==> src/rtl/hbcfg_pkg.sv <==
package hbcfg_pkg;

  localparam int unsigned CFG_AW = 8;
  localparam int unsigned CFG_DW = 8;

  localparam logic [7:0] OFS_KEY    = 8'h70;
  localparam int unsigned KEY_BIT   = 3;
  localparam logic [7:0] OFS_L2     = 8'h42;
  localparam logic [7:0] OFS_L1     = 8'h43;
  localparam logic [7:0] OFS_HOLE   = 8'h47;
  localparam logic [7:0] OFS_SMRAM  = 8'h48;
  localparam logic [7:0] OFS_SHR_LO = 8'h4C;
  localparam logic [7:0] OFS_SHW_LO = 8'h4E;

  typedef enum logic [2:0] {
    WK_NONE,
    WK_MASK,
    WK_W1C,
    WK_GATED,
    WK_FORCE
  } wkind_e;

  typedef struct packed {
    wkind_e     kind;
    logic [7:0] mask;
    logic [7:0] ones;
  } wrule_t;

  function automatic wrule_t rule_of(logic [7:0] a);
    wrule_t r;
    r = '{kind: WK_NONE, mask: 8'h00, ones: 8'h00};
    if ((a >= 8'h60 && a <= 8'h71) || (a >= 8'h4C && a <= 8'h52) ||
        (a >= 8'h43 && a <= 8'h46)) begin
      r.kind = WK_MASK; r.mask = 8'hFF;
    end else if (a >= 8'h2C && a <= 8'h2F) begin
      r.kind = WK_GATED; r.mask = 8'hFF;
    end else begin
      case (a)
        8'h04, 8'h48, 8'h4A, 8'h54, 8'h55, 8'h56,
        8'h59, 8'h5A, 8'h5C, 8'h76, 8'h77: begin r.kind = WK_MASK; r.mask = 8'hFF; end
        8'h05: begin r.kind = WK_MASK; r.mask = 8'h01; end
        8'h07: begin r.kind = WK_W1C;  r.mask = 8'hF8; end
        8'h0D: begin r.kind = WK_MASK; r.mask = 8'hF8; end
        8'h40: begin r.kind = WK_MASK; r.mask = 8'hF1; end
        8'h41: begin r.kind = WK_FORCE; r.mask = 8'hD6; r.ones = 8'h08; end
        8'h42: begin r.kind = WK_MASK; r.mask = 8'hF7; end
        8'h47: begin r.kind = WK_MASK; r.mask = 8'hFC; end
        8'h49: begin r.kind = WK_MASK; r.mask = 8'h73; end
        8'h57: begin r.kind = WK_MASK; r.mask = 8'h60; end
        8'h58: begin r.kind = WK_MASK; r.mask = 8'h86; end
        8'h5B: begin r.kind = WK_MASK; r.mask = 8'h4F; end
        8'h5D: begin r.kind = WK_MASK; r.mask = 8'h53; end
        8'h5F: begin r.kind = WK_MASK; r.mask = 8'h7F; end
        8'h72: begin r.kind = WK_MASK; r.mask = 8'h0F; end
        8'h74: begin r.kind = WK_MASK; r.mask = 8'h2B; end
        8'h80: begin r.kind = WK_MASK; r.mask = 8'h84; end
        8'h81: begin r.kind = WK_MASK; r.mask = 8'h81; end
        8'h83: begin r.kind = WK_MASK; r.mask = 8'h10; end
        default: r.kind = WK_NONE;
      endcase
    end
    return r;
  endfunction

  function automatic logic [7:0] reset_value(logic [7:0] a);
    logic [7:0] v;
    v = 8'h00;
    if (a >= 8'h60 && a <= 8'h6F) begin
      v = a[0] ? 8'h40 : 8'h08;
    end else begin
      case (a)
        8'h00, 8'h2C: v = 8'hB9;
        8'h01, 8'h2D: v = 8'h10;
        8'h02, 8'h2E: v = 8'h31;
        8'h03, 8'h2F: v = 8'h15;
        8'h04:        v = 8'h06;
        8'h07:        v = 8'h04;
        8'h08:        v = 8'hB0;
        8'h0B:        v = 8'h06;
        8'h0D:        v = 8'h20;
        8'h41:        v = 8'h08;
        8'h52:        v = 8'hF0;
        8'h54, 8'h55: v = 8'hFF;
        8'h59, 8'h5A: v = 8'h20;
        8'h70:        v = 8'h22;
        default:      v = 8'h00;
      endcase
    end
    return v;
  endfunction

endpackage

==> src/rtl/hbcfg_wfilter.sv <==
module hbcfg_wfilter
  import hbcfg_pkg::*;
#(
  parameter int unsigned AW = CFG_AW,
  parameter int unsigned DW = CFG_DW
) (
  input  logic [AW-1:0] addr,
  input  logic [DW-1:0] wdata,
  input  logic [DW-1:0] cur,
  input  logic          key,
  output logic          upd,
  output logic [DW-1:0] nxt
);
  wrule_t rule;

  always_comb begin
    rule = rule_of(addr);
    upd  = 1'b0;
    nxt  = cur;
    case (rule.kind)
      WK_MASK: begin
        upd = 1'b1;
        nxt = wdata & rule.mask;
      end
      WK_W1C: begin
        upd = 1'b1;
        nxt = cur & ~(wdata & rule.mask);
      end
      WK_GATED: begin
        upd = key;
        nxt = wdata;
      end
      WK_FORCE: begin
        upd = 1'b1;
        nxt = (wdata & rule.mask) | rule.ones;
      end
      default: begin
        upd = 1'b0;
        nxt = cur;
      end
    endcase
  end
endmodule

==> src/rtl/hbcfg_store.sv <==
module hbcfg_store
  import hbcfg_pkg::*;
#(
  parameter int unsigned AW = CFG_AW,
  parameter int unsigned DW = CFG_DW
) (
  input  logic          clk,
  input  logic          rst,
  input  logic [AW-1:0] addr,
  input  logic          wr,
  input  logic [DW-1:0] wval,
  output logic [DW-1:0] cur,
  output logic [DW-1:0] rdata,
  output logic          key,
  output logic [DW-1:0] b_l2,
  output logic [DW-1:0] b_l1,
  output logic [DW-1:0] b_hole,
  output logic [DW-1:0] b_smram,
  output logic [2*DW-1:0] b_shr,
  output logic [2*DW-1:0] b_shw
);
  localparam int unsigned DEPTH = 1 << AW;

  logic [DW-1:0] mem [DEPTH];

  always_ff @(posedge clk) begin
    if (rst) begin
      for (int i = 0; i < DEPTH; i++) begin
        mem[i] <= reset_value(8'(i));
      end
      rdata <= '0;
    end else begin
      if (wr) begin
        mem[addr] <= wval;
      end
      rdata <= mem[addr];
    end
  end

  assign cur     = mem[addr];
  assign key     = mem[OFS_KEY][KEY_BIT];
  assign b_l2    = mem[OFS_L2];
  assign b_l1    = mem[OFS_L1];
  assign b_hole  = mem[OFS_HOLE];
  assign b_smram = mem[OFS_SMRAM];
  assign b_shr   = {mem[OFS_SHR_LO + 8'd1], mem[OFS_SHR_LO]};
  assign b_shw   = {mem[OFS_SHW_LO + 8'd1], mem[OFS_SHW_LO]};
endmodule

==> src/rtl/hb_cfg_space.sv <==
module hb_cfg_space
  import hbcfg_pkg::*;
#(
  parameter int unsigned AW = CFG_AW,
  parameter int unsigned DW = CFG_DW
) (
  input  logic            clk,
  input  logic            rst,
  input  logic [AW-1:0]   cfg_addr,
  input  logic [DW-1:0]   cfg_wdata,
  input  logic            cfg_we,
  output logic [DW-1:0]   cfg_rdata,
  output logic            l2_cache_en,
  output logic            l1_cache_en,
  output logic [DW-1:0]   mem_hole_cfg,
  output logic [DW-1:0]   smram_cfg,
  output logic [2*DW-1:0] shadow_rd_en,
  output logic [2*DW-1:0] shadow_wr_en
);
  logic [DW-1:0] cur_q;
  logic [DW-1:0] nxt_v;
  logic          upd_v;
  logic          key_q;
  logic [DW-1:0] l2_b;
  logic [DW-1:0] l1_b;

  hbcfg_wfilter #(.AW(AW), .DW(DW)) u_filt (
    .addr  (cfg_addr),
    .wdata (cfg_wdata),
    .cur   (cur_q),
    .key   (key_q),
    .upd   (upd_v),
    .nxt   (nxt_v)
  );

  hbcfg_store #(.AW(AW), .DW(DW)) u_store (
    .clk     (clk),
    .rst     (rst),
    .addr    (cfg_addr),
    .wr      (cfg_we & upd_v),
    .wval    (nxt_v),
    .cur     (cur_q),
    .rdata   (cfg_rdata),
    .key     (key_q),
    .b_l2    (l2_b),
    .b_l1    (l1_b),
    .b_hole  (mem_hole_cfg),
    .b_smram (smram_cfg),
    .b_shr   (shadow_rd_en),
    .b_shw   (shadow_wr_en)
  );

  assign l2_cache_en = l2_b[0];
  assign l1_cache_en = l1_b[0];
endmodule

==> config.mk <==
export PLATFORM = sky130hd
export DESIGN_NAME = hb_cfg_space
export DESIGN_NICKNAME = d
export VERILOG_FILES = /design/src/rtl/hbcfg_pkg.sv /design/src/rtl/hbcfg_wfilter.sv /design/src/rtl/hbcfg_store.sv /design/src/rtl/hb_cfg_space.sv
export SDC_FILE = /design/constraint.sdc
export NUM_CORES = 2
export LEC_CHECK = 0
export ABC_AREA = 1
export BUFFER_PORTS_ARGS = -buffer_cell sky130_fd_sc_hd__buf_2
export CAP_MARGIN = 20
export CORE_MARGIN = 2
export CORE_UTILIZATION = 34
export CTS_CLUSTER_SIZE = 16
export DETAILED_ROUTE_END_ITERATION = 12
export SLEW_MARGIN = 25
export SYNTH_ARGS = -nofsm -noshare
export SYNTH_HDL_FRONTEND = slang
export SYNTH_SLANG_ARGS = --single-unit
==> constraint.sdc <==
create_clock -name clk -period 2.88 [get_ports clk]
set_clock_uncertainty 0.1 [all_clocks]
set_input_delay 0.576 -clock clk [delete_from_list [all_inputs] [get_ports clk]]
set_output_delay 0.576 -clock clk [all_outputs]
set_load 0.01 [all_outputs]
Word level (Yosys, flattened, before mapping):

Memory sizes are Yosys's and may differ from the RTL's.
Cells that the tools add are included.

* register bits after elaboration: 8
* word-level logic and storage cells: 90
* memories kept: 1
* input bits: 19
* output and inout bits: 58
* ROM bits: 0
* memory bits (writable): 2048
* bits in latches: 0

* order comparisons: 8
* div/mod/pow operators: 0
* reductions and logical operators: 11
* eq/ne operators: 33
* multiplexer cells: 31
* shift-type cells: 0
* bitwise gates (word level): 5
* add/subtract/negate cells: 0
* multipliers: 0

Memories
* u_store.mem: depth 256, width 8, read ports 10, clocked after memory_dff 0, write ports 256, line hbcfg_store.sv:24 `logic [DW-1:0] mem [DEPTH];`

Operators by type and width (number)
* $eq A8 B7 Y1 const B: 22
* $mux W8: 18
* $pmux W8 S18: 1
* $pmux W8 S4: 1
* $reduce_or A27 Y1: 1
* $eq A8 B3 Y1 const B: 3
* $eq A8 B8 Y1 const B: 3
* $ge A8 B7 Y1 const B: 3
* $le A8 B7 Y1 const B: 3
* $mux W11: 2
* $and A8 B8 Y8: 2
* $reduce_or A11 Y1: 1
* $pmux W3 S3: 1
* $eq A8 B4 Y1 const B: 1
* $ge A8 B6 Y1 const B: 1
* $le A8 B6 Y1 const B: 1
* $not A8 Y8: 1
* $or A8 B8 Y8: 1
* $reduce_or A8 Y1: 1
* $eq A3 B2 Y1 const B: 2
* $mux W1: 6
* $logic_and A1 B1 Y1: 4
* $mux W4: 1
* $eq A3 B1 Y1 const B: 1
* other kinds (6): 7

Longest topological paths before layout:

* depth after elaboration: 14
* depth in mapped cells: 18
* mapped depth without buffers: 15

Modules after synthesis:

From an unflattened synthesis, not the netlist that was laid out.

* cell total of the unflattened synthesis: 11161
* area total of the unflattened synthesis: 96806.6 um^2

By module, submodules not included
* hbcfg_store: cells each 10909, seq. area each 61659.1 um^2, instances 1, area an instance 95600.4 um^2
* hbcfg_wfilter: cells each 250, seq. area each 0.0 um^2, instances 1, area an instance 1198.6 um^2
* hb_cfg_space: cells each 2, seq. area each 0.0 um^2, instances 1, area an instance 7.5 um^2

Worst setup path after synthesis:

OpenSTA, ideal clock, no wires.

* path type: input-to-reg
* from: input port cfg_addr[1]
* to: memory u_store.mem[85][0] in the netlist's numbering, enable pin
* arrival: 2547 ps
* library setup time: 384 ps
* cell stages on the path: 14
* slack: -151 ps
* path through: inv_2 > buf_2 > nand2_1 > nor2_4 > nand2_1 > nand2_1 > nor3_1 > nand3_1 > nor2_1 > nand2_2 > o21ai_1 > nand2_2 > nand2_1 > o21ai_0

RTL lines
* start, declared: line hb_cfg_space.sv:9 `input logic [AW-1:0] cfg_addr,`
* end, declared: line hbcfg_store.sv:24

==> qor.txt <==
Crit-path max FO: 13
CTS Buf Count: 207
Fin. max-slew vios: 0
Hold/Removal Path Class: in2reg
TritonCTS clock tree: yes
Post-DP Area: 0.103 sq mm
Syn Area/Cell: 10.7 sq um
Leading post-synthesis cells by cell area: edfxtp_1 (71%), nand2_1 (17%), a21oi_1 (2.7%), clkbuf_1 (1.9%), nand3_1 (1.6%)
Hold path endpoint: u_store.mem[68][2]
Deepest level of the CTS H-tree: 4
Worst R2R Start: u_store.mem[88][1]
Max_slew headroom: 26.4%
CTS Sinks: 2056
Pwr dens: 629 mW/mm^2
Status: finished with violations
GR Overflow Total: 0
Mapped Area: 0.0868 sq mm
Final net count: 10200
Clock Pin Slew Worst Setup and Hold Paths: 0.06 ns
Post-route insts no fill: 13700
Vias in the first global route: 60200
CP Launch Type: input pin
Worst Hold Path Cells: 4
Overall routing resource usage: 18.6%
Die Height: 509 um
Num rows: 185
Synthesis-to-finish area growth: 27.1%
Post-route clock period utilization: 101%
CP dominant cell by count: nand2_1
First-pass DRT Iterations: 5
CP peak stage delay: 0.29 ns
Global placer's final weighted congestion: 0.923
Cells after Synth: 8122
Mux cell area share after synthesis: 0%
Simple-gate share of the synthesized area: 21.6%
#FFs+latches synth: 2056
Main combinational cell family by area after synthesis: simple AND/OR/NAND/NOR gates
Maxcap violations: 0
Die width: 509 um
Worst Path Required: 3.40 ns
Failing checks: setup timing
Total power: 69.3 mW
Post-DR wirelength/cell: 18.1 um
Worst reg2reg path depth: 15
Fmax: 344 MHz
Crit-path cells: buf_8, inv_8, nor2_4, buf_12, buf_12, buf_4, nand2_1, nand4_1, nand2_1, nand2_1, o21ai_0, buf_4, nand3_1, nand2_1, nand2_2, o21ai_4, buf_12, bufbuf_16, nand3_1
R2r endpoint: u_store.mem[119][1]
Final number of hold-violating endpoints: 0
Slew of the pin with the lowest slew margin: 1.10 ns
Crit path capture type: flop
Crit Path Class: in2reg
Unrepaired setup endpoints after global routing: true
DIE AREA: 0.259 sq mm
Largest area contributor in the netlist: edfxtp_1
XOR/XNOR share of the synthesized area: 0%
Distinct cells, synth: 31
DR vias/cell: 4.53
FF-to-FF setup slack: -0.01 ns
Leakage: 47.2 nW
Final WL: 248000 um
Clk_lat worst skew: 0.87 ns
Port bufs: 76
Core ar.: 0.254 sq mm
Yosys warnings: 0
Top-area cell type share of the netlist area: 70.9%
Root Driver: clkbuf_16
Final worst slack: -0.0259 ns
Finished Cell Area: 0.110 sq mm
Share of cells above drive strength 1: 12.6%
DR DRC count: 0
Initial antenna violation count: 17
First-pass GRT wire length: 367000 um
Initial Util: 34.2%
Arrival @ worst endpoint: 3.42 ns
Adder-cell share of the synthesized area: 0%
Drt initial violations: 6372
Via count: 62100
Detail Route Antenna Nets: 0
Slowest stage cell on the critical path: o21ai_0
HPWL Detailed: 158000 um
Post-Route Setup TNS: -0.143 ns
Final setup violation count: 17
Peak supply drop: 608 uV
Post-layout min period: 2.91 ns
Clock tree buffer depth: 3
I/O pin count: 77
Post-synthesis compound-gate area fraction: 3.86%
Largest net degree at the start of global routing: 182
Sequential share of the synthesized area: 71.1%
Placed cell count: 13300
Hold path startpoint: cfg_wdata[2]
[power by group]
group	internal [mW]	total, mW	switching (mW)	leakage, nW
clock	14.9	26.4	11.5	3.19
sequential	35.2	35.7	0.546	20.3
combinational	2.38	7.20	4.82	23.7
[synthesized netlist by cell type (all sizes together)]
library cell  number
nand2           4005
edfxtp          2048
a21oi            469
clkbuf           445
nand3            285
buf              219
nor2             195
o21ai            189
nand4            172
inv               76
dfxtp              8
nor3               3
conb               2
a22oi              1
nand3b             1
nor4b              1
o2111ai            1
o211ai             1
o31ai              1
[state kept, by name (all words and copies together), names as in the netlist]
register	count
u_store.rdata	8
u_store.mem	2048
[cell families after synthesis]
group	count (synthesis)
AOI/OAI and AO/OA	662
buffers and inverters	740
DFF	2056
other	2
and+or+nand+nor	4662
[cell usage in the layout, fill, tap and decap left out, types with 4 or more instances in the layout]
master,synthesis,final
inv_6,0,9
clkbuf_1,445,58
bufinv_16,0,16
nor2_1,182,162
nand3_2,1,4
nand2_2,5,21
clkbuf_16,0,226
clkinv_2,0,25
a21oi_2,0,16
inv_2,15,9
dfxtp_1,8,8
clkinvlp_4,0,4
edfxtp_1,2048,2048
buf_12,0,170
buf_2,164,73
o21ai_4,0,5
nand2_1,4000,3978
o21ai_2,5,5
diode_2,0,9
conb_1,2,1620
nand4_2,35,35
clkinv_16,0,5
nand3_1,284,280
clkinv_1,0,52
nand4_1,128,128
a21oi_1,469,453
buf_6,4,16
nand4_4,9,9
nor2_4,4,13
o21ai_1,25,46
nor2_2,9,20
o21ai_0,159,133
inv_8,0,4
inv_1,61,59
buf_4,6,588
buf_8,0,5
[area by class of cell]
cell class              count  area, sq um
diodes                      9         22.5
clock buffers             269         5480
clock inverters           113         1120
fillers                 23800       144000
inverters                  76          330
multi-input cells        6944        28500
flip-flops and latches   2056        61700
well taps                3366         4210
repair buffers            874         8990
[timing repair]
action / in CTS / in global routing
hold endpoints to repair: 8 / 0
resized for setup: 13 / 100
setup endpoints to repair: 209 / 412
buffers inserted: 3 / 8
pin swaps: 2 / 20
gates cloned: 2 / 22
hold buffers: 1 / 0
[how the worst max path moves through the flow]
stage,startpoint,endpoint,slack [ns]
after floorplan,cfg_addr[1],u_store.mem[64][0],0.03
after global placement,cfg_addr[1],u_store.mem[95][2],-1.07
after detailed placement,cfg_addr[1],u_store.mem[95][2],-1.10
after CTS,u_store.mem[88][1],u_store.mem[105][1],0.007
after global routing,cfg_addr[0],u_store.mem[109][6],-0.05
final,cfg_addr[1],u_store.mem[109][6],-0.03
[stage by stage]
stage               util (%)  hold WS, ns  setup slack [ns]
finish                  43.4        0.224           -0.0259
global route            43.4        0.188           -0.0512
CTS                     43.1        0.157           0.00673
detailed placement      40.5        0.877             -1.10
global placement        40.5        0.876             -1.07
floorplan                  -        0.722            0.0310
[worst max-delay path, delay by kind of cell]
| kind | cells | cell delay, ns |
|---|---|---|
| buf+inv | 8 | 1.28 |
| simple gates | 9 | 1.05 |
| compound gates | 2 | 0.46 |
[routing by layer]
metal  up-vias  part of all wire (%)  track usage [%]
met1     29800                    43             25.8
met4         2                   3.0             5.58
met3       399                   7.2             2.93
met5         -                0.0032                0
met2      2119                    47             30.1
li1      29800                     -                -
(Power assumes the default switching activity.)
